--- config.mk ---
export PLATFORM = sky130hd
export DESIGN_NAME = pipe_interlock
export DESIGN_NICKNAME = d
export VERILOG_FILES = /design/src/rtl/pipe_interlock_pkg.sv /design/src/rtl/ilk_load_use.sv /design/src/rtl/ilk_branch_ctl.sv /design/src/rtl/pipe_interlock.sv
export SDC_FILE = /design/constraint.sdc
export NUM_CORES = 1
export LEC_CHECK = 0
export ABC_CLOCK_PERIOD_IN_PS = 1500
export CORE_AREA = 2 2 39 41
export DETAILED_ROUTE_END_ITERATION = 6
export DIE_AREA = 0 0 41 43
export DONT_BUFFER_PORTS = 1
export PLACE_DENSITY = 0.42
export SETUP_SLACK_MARGIN = 0.02
export SKIP_LAST_GASP = 1
export SLEW_MARGIN = 20
export SYNTH_ARGS = -nofsm -noshare
export SYNTH_HDL_FRONTEND = slang
export SYNTH_HIERARCHICAL = 1
export SYNTH_SLANG_ARGS = --single-unit
export TNS_END_PERCENT = 20
--- constraint.sdc ---
create_clock -name vclk -period 1.5
set_clock_uncertainty 0.1 [all_clocks]
set_input_delay 0.075 -clock vclk [all_inputs]
set_output_delay 0.075 -clock vclk [all_outputs]
set_load 0.005 [all_outputs]
--- src/rtl/pipe_interlock_pkg.sv ---
package pipe_interlock_pkg;

   // Older-stage positions in the per-stage input vectors.
   localparam int STG_EXEC  = 0;
   localparam int STG_DATA1 = 1;
   localparam int STG_DATA2 = 2;

   // Control decisions produced each cycle.
   typedef struct packed {
      logic hold;
      logic bubble;
      logic wrong;
      logic slot;
   } ilk_ctl_t;

endpackage

--- src/rtl/ilk_load_use.sv ---
module ilk_load_use #(
   parameter int REG_W      = 5,
   parameter int NUM_OLDER  = 3,
   parameter int LOAD_LAT   = 2,
   parameter bit ZERO_CONST = 1'b1
) (
   input  logic                       rf_valid,
   input  logic                       rf_use_a,
   input  logic [REG_W-1:0]           rf_src_a,
   input  logic                       rf_use_b,
   input  logic [REG_W-1:0]           rf_src_b,
   input  logic [NUM_OLDER-1:0]       old_valid,
   input  logic [NUM_OLDER-1:0]       old_load,
   input  logic [NUM_OLDER*REG_W-1:0] old_dst,
   output logic                       raw_hit
);

   // Stages whose load result is not yet available to decode.
   localparam logic [NUM_OLDER-1:0] LAT_MASK = NUM_OLDER'((1 << LOAD_LAT) - 1);

   logic                 live_a;
   logic                 live_b;
   logic [NUM_OLDER-1:0] stg_hit;

   generate
      if (ZERO_CONST) begin : g_zero_const
         assign live_a = rf_use_a & (|rf_src_a);
         assign live_b = rf_use_b & (|rf_src_b);
      end else begin : g_zero_plain
         assign live_a = rf_use_a;
         assign live_b = rf_use_b;
      end
   endgenerate

   generate
      for (genvar s = 0; s < NUM_OLDER; s++) begin : g_stage
         logic [REG_W-1:0] dst;
         logic             match_a;
         logic             match_b;
         assign dst        = old_dst[s*REG_W +: REG_W];
         assign match_a    = live_a & (rf_src_a == dst);
         assign match_b    = live_b & (rf_src_b == dst);
         assign stg_hit[s] = old_valid[s] & old_load[s] & (match_a | match_b);
      end
   endgenerate

   assign raw_hit = rf_valid & (|(stg_hit & LAT_MASK));

endmodule

--- src/rtl/ilk_branch_ctl.sv ---
module ilk_branch_ctl (
   input  logic ex_valid,
   input  logic ex_branch,
   input  logic ex_likely,
   input  logic ex_taken,
   output logic kill_fetch,
   output logic kill_slot
);

   logic live;

   assign live       = ex_valid & ex_branch;
   assign kill_fetch = live & ex_taken;
   assign kill_slot  = live & ex_likely & ~ex_taken;

endmodule

--- src/rtl/pipe_interlock.sv ---
module pipe_interlock
   import pipe_interlock_pkg::*;
#(
   parameter int REG_W      = 5,
   parameter int NUM_OLDER  = 3,
   parameter int LOAD_LAT   = 2,
   parameter bit ZERO_CONST = 1'b1
) (
   input  logic                       rf_valid,
   input  logic                       rf_use_a,
   input  logic [REG_W-1:0]           rf_src_a,
   input  logic                       rf_use_b,
   input  logic [REG_W-1:0]           rf_src_b,
   input  logic [NUM_OLDER-1:0]       old_valid,
   input  logic [NUM_OLDER-1:0]       old_load,
   input  logic [NUM_OLDER*REG_W-1:0] old_dst,
   input  logic                       ex_branch,
   input  logic                       ex_likely,
   input  logic                       ex_taken,
   output logic                       hold_front,
   output logic                       inject_bubble,
   output logic                       squash_wrong,
   output logic                       squash_slot
);

   generate
      if (REG_W < 1) begin : g_bad_regw
         $error("pipe_interlock: REG_W must be at least 1");
      end
      if (NUM_OLDER < 1 || NUM_OLDER > 16) begin : g_bad_older
         $error("pipe_interlock: NUM_OLDER out of range");
      end
      if (LOAD_LAT < 1 || LOAD_LAT > NUM_OLDER) begin : g_bad_lat
         $error("pipe_interlock: LOAD_LAT must lie within the tracked stages");
      end
   endgenerate

   logic     raw_hit;
   logic     kill_fetch;
   logic     kill_slot;
   ilk_ctl_t ctl;

   ilk_load_use #(
      .REG_W(REG_W), .NUM_OLDER(NUM_OLDER),
      .LOAD_LAT(LOAD_LAT), .ZERO_CONST(ZERO_CONST)
   ) u_lu (
      .rf_valid (rf_valid),
      .rf_use_a (rf_use_a),
      .rf_src_a (rf_src_a),
      .rf_use_b (rf_use_b),
      .rf_src_b (rf_src_b),
      .old_valid(old_valid),
      .old_load (old_load),
      .old_dst  (old_dst),
      .raw_hit  (raw_hit)
   );

   ilk_branch_ctl u_br (
      .ex_valid  (old_valid[STG_EXEC]),
      .ex_branch (ex_branch),
      .ex_likely (ex_likely),
      .ex_taken  (ex_taken),
      .kill_fetch(kill_fetch),
      .kill_slot (kill_slot)
   );

   // A cancelled delay slot cannot stall; the fetch kill is never gated by a hold.
   always_comb begin
      ctl.slot   = kill_slot;
      ctl.wrong  = kill_fetch;
      ctl.hold   = raw_hit & ~kill_slot;
      ctl.bubble = ctl.hold;
   end

   assign hold_front    = ctl.hold;
   assign inject_bubble = ctl.bubble;
   assign squash_wrong  = ctl.wrong;
   assign squash_slot   = ctl.slot;

endmodule

==> metrics.cfg, run 1 <==
[run_status]
status=finished, final reports clean

[final_layout]
mostFrequentLayoutCells=14 x xor2_1, 6 x xnor2_1, 3 x nor4_1
n_fill_cell=167
final.clkbuf_count=0
regArea_sq_um=0
fin_util_pct=23.1
syn_to_final_growth_pct=4.08
seq_cells=0
layout-drive-gt1-share_pct=5.13
antenna_cells=0
layout.nets=78
instances_no_fill=55
final_common_cell=xor2_1

[global_routing]
grt_start_max_net_pins=4
overflow=0
grt_pass1_vias=310
gr-usage-all-layers_pct=9.19
antenna_found_initial=0
grt_pass1_wl_um=1190

[synth]
ys_warn_count=6
synthSimpleGateAreaFrac_pct=30.6
yosys-top-cells-area=xor2_1 40%, xnor2_1 17%, nor4_1 6.1%
synth_compound_area_share_pct=9.80
syn-num-nets=77
synth.area.mux_share_pct=0
synth_cell_type_count=16
synth_top_cell_area_share_pct=40.0
synthCells=40
synth_top_family_by_area=XOR/XNOR gates
synth_xor_area_share_pct=57.1
synth_area_sq_um=307
ys_seq_area_share_pct=0
avgSynthCellArea_sq_um=7.66
synth-adder-area-share_pct=0
yosysTopAreaCell=xor2_1

[routing]
wire_per_inst_um=14.8
post-route-drc-count=0
wirelength_um=813
viasPerCell=5.22
drtPass1Iterations=4
drt_iter0_markers=14
vias=287
antenna_left=0

[die]
rows=14
die-area_sq_um=1760
die_w_um=41
pin_count=41
core-area_sq_um=1380
start_util_pct=22.2
dieHeight_um=43

[sta]
drv_slew=0
worst_pin_slew_ps=293
hold_violations=0
fmax_mhz=832
setup_viol=0
grt_setup_unrepaired=false
timing.final.ws_setup_ps=299
finalCriticalPeriod_ps=1200
fin_setup_tns_ps=0
max-slew-margin-rel_pct=80.3
post-route-period-util_pct=80.1

[power_and_ir_drop]
p_per_area_nw_per_um2=176
p_leak_nw=0.101
p_total_w=0.0000561
ir_worst_vdd_mv=0.0536

[flow_run]
drv_cap=0

[place]
dp_slack_ps=299
place_hpwl_um=764
gp_congestion=0.726
io_buffers=0
placedCellCount=55

[setup_path]
path_cells=xor2_1 > nor4_1 > a22oi_1 > o22ai_1 > nor2b_4
crit_arrival_ps=1030
start_kind=input pin
cp_top_family=simple AND/OR/NAND/NOR gates
cp-end-kind=output port
worstSetupPathType=in -> out
cp_slowest_stage_delay_ps=310
crit_buf_inv=0
cp.required_ps=1320
worstPathMaxFanout=3
crit_slowest_cell=nor4_1

[clock_tree]
cts_hold_buf=0
ctsResizeCount=0
post-cts-setup-buffer-count=0

[min_path]
holdCritPathClass=in -> out

-- synth_stat cells (all sizes together) --
cell type,count
nor3,1
or4,2
nor4,3
o21ai,2
xnor2,6
o22ai,1
xor2,14
a31oi,1
a22oi,1
nor2,2
nor2b,1
buf,1
and3,1
nand4,1
and4b,1
nand3,2
-- logic make-up (layout without fill, tap and decap cells) --
| kind of cell | Yosys count | after routing |
|---|---|---|
| compound gates | 5 | 5 |
| buf+inv | 1 | 0 |
| simple gates | 14 | 14 |
| xor+xnor | 20 | 20 |
-- path summary, 6_finish.rpt --
path / start / endpoint / slack [ps] / depth (start not counted)
setup / recovery: rf_src_a[2] / hold_front / 300 / 5
hold / removal: ex_branch / squash_wrong / 200 / 1
-- metal layers --
metal,track usage [%],part of all wire (%)
met2,14.7,44
met3,3.66,15
met4,0,0
met1,12.0,40
met5,0,0
-- area by class of cell --
class	instances	area (sq um)	share of cell area [%]
Multi-Input combinational cell	39	299	93.7
Tap cell	16	20.0	6.27
-- per-stage QoR --
step	instance area, sq um	hold WS [ps]
after global placement	319	206
final	319	205
after detailed placement	319	207
after global routing	319	213
after CTS	319	206
after floorplan	307	201
-- power by group --
group,leakage (nW),internal (W),switching (W)
sequential,0,0,0
clock,0,0,0
combinational,0.101,0.0000341,0.0000220
total,0.101,0.0000341,0.0000220
Note: power is estimated with default switching activity, not from simulation.
==> inputs of run 2 (changes only) <==
--- a/config.mk
+++ b/config.mk
@@ -5,12 +5,12 @@
 export SDC_FILE = /design/constraint.sdc
 export NUM_CORES = 1
 export LEC_CHECK = 0
-export ABC_CLOCK_PERIOD_IN_PS = 1500
+export ABC_CLOCK_PERIOD_IN_PS = 1000
 export CORE_AREA = 2 2 39 41
 export DETAILED_ROUTE_END_ITERATION = 6
 export DIE_AREA = 0 0 41 43
 export DONT_BUFFER_PORTS = 1
-export PLACE_DENSITY = 0.42
+export PLACE_DENSITY = 0.43
 export SETUP_SLACK_MARGIN = 0.02
 export SKIP_LAST_GASP = 1
 export SLEW_MARGIN = 20
==> constraint.sdc (replaced) <==
create_clock -name vclk -period 1
set_clock_uncertainty 0.1 [all_clocks]
set_input_delay 0.05 -clock vclk [all_inputs]
set_output_delay 0.05 -clock vclk [all_outputs]
set_load 0.005 [all_outputs]
==> metrics.cfg, run 2 (synthesis results as in run 1) <==
[sta]
hold_ws_ps=155
grt_setup_unrepaired=true
finalCriticalPeriod_ps=1150
drv_slew=0
fmax_mhz=873
max-slew-margin-rel_pct=82.5
post-route-period-util_pct=115
hold_violations=0
setup_viol=2
worst_pin_slew_ps=259
timing.final.ws_setup_ps=-146

[power_and_ir_drop]
p_total_w=0.0000886
p_seq_share_pct=0
p_per_area_nw_per_um2=272
p_sw_share_pct=41.2
pwr-share-comb_pct=100.0
p_leak_nw=0.101
switchingPower_w=0.0000365
ir_worst_vdd_mv=0.0841
clockPowerShare_pct=0
internal-power_w=0.0000521

[final_layout]
fin_util_pct=23.5
seq_cells=0
antenna_cells=0
final.clkbuf_count=0
mostFrequentLayoutCells=14 x xor2_1, 6 x xnor2_1
instances_no_fill=55
syn_to_final_growth_pct=6.12
layout.nets=78
regArea_sq_um=0
layout-drive-gt1-share_pct=7.69
final_common_cell=xor2_1

[die]
die_w_um=41
pin_count=41
die-area_sq_um=1760
dieHeight_um=43
start_util_pct=22.2
rows=14
core-area_sq_um=1380

[routing]
vias=289
post-route-drc-count=0
viasPerCell=5.25
drt_iter0_markers=5
antenna_left=0
wire_per_inst_um=15.1
wirelength_um=830
drtPass1Iterations=4

[global_routing]
grt_pass1_wl_um=1270
overflow=0
gr-usage-all-layers_pct=9.79
grt_pass1_vias=320
grt_start_max_net_pins=4
antenna_found_initial=0

[setup_path]
crit_buf_inv=0
cp-end-kind=output port
cp_top_family=simple AND/OR/NAND/NOR gates
crit_slowest_cell=nor4_1
path_cells=xor2_1 > nor4_1 > a22oi_1 > o22ai_1 > nor2b_4
worstPathMaxFanout=2
critPathLaunch=old_dst[0]
crit_arrival_ps=1000
worstSetupPathType=in -> out
cp.required_ps=850
cp_slowest_stage_delay_ps=290
start_kind=input pin

[min_path]
worstHoldStart=ex_branch
holdCritPathClass=in -> out

[place]
io_buffers=0
dp_slack_ps=-199
gp_congestion=0.742
placedCellCount=55

[run_status]
status=finished with violations
violations=negative setup slack

[flow_run]
drv_cap=0

[clock_tree]
post-cts-setup-buffer-count=0

run 2: power by group through the flow:
stage | sequential [W] | combinational [W] | clock (W)
2_1_floorplan | 0 | 0.0000748 | 0
3_5_place_dp | 0 | 0.0000843 | 0
4_1_cts | 0 | 0.0000889 | 0
6_report | 0 | 0.0000886 | 0
3_3_place_gp | 0 | 0.0000869 | 0
5_1_grt | 0 | 0.0000968 | 0
run 2: per-layer routing:
layer,GRT usage [%],vias up,share of wire [%]
met1,13.0,122,39
met3,2.62,0,16
met2,16.3,24,45
li1,-,143,-
met5,0,-,0
met4,0,0,0
run 2: area by class of cell:
type | count | area [sq um]
fill | 160 | 1060
multi-input combinational | 39 | 305
tap | 16 | 20.0
run 2: final timing paths:
check	slack [ps]	cells after the start	to
max	-150	5	hold_front
min	160	1	squash_wrong
run 2: timing repair:
item,CTS,global route
endpoints found under the setup margin,2,2
hold buffers,0,0
endpoints found under the hold margin,0,0
resized for setup,1,0
pin swaps,3,0
cloned,0,0
run 2: through the flow:
| stage | TNS, ps | cell area, sq um |
|---|---|---|
| floorplan | -194 | 310 |
| global placement | -329 | 319 |
| detailed placement | -397 | 319 |
| CTS | -297 | 325 |
| global route | -422 | 325 |
| finish | -292 | 325 |
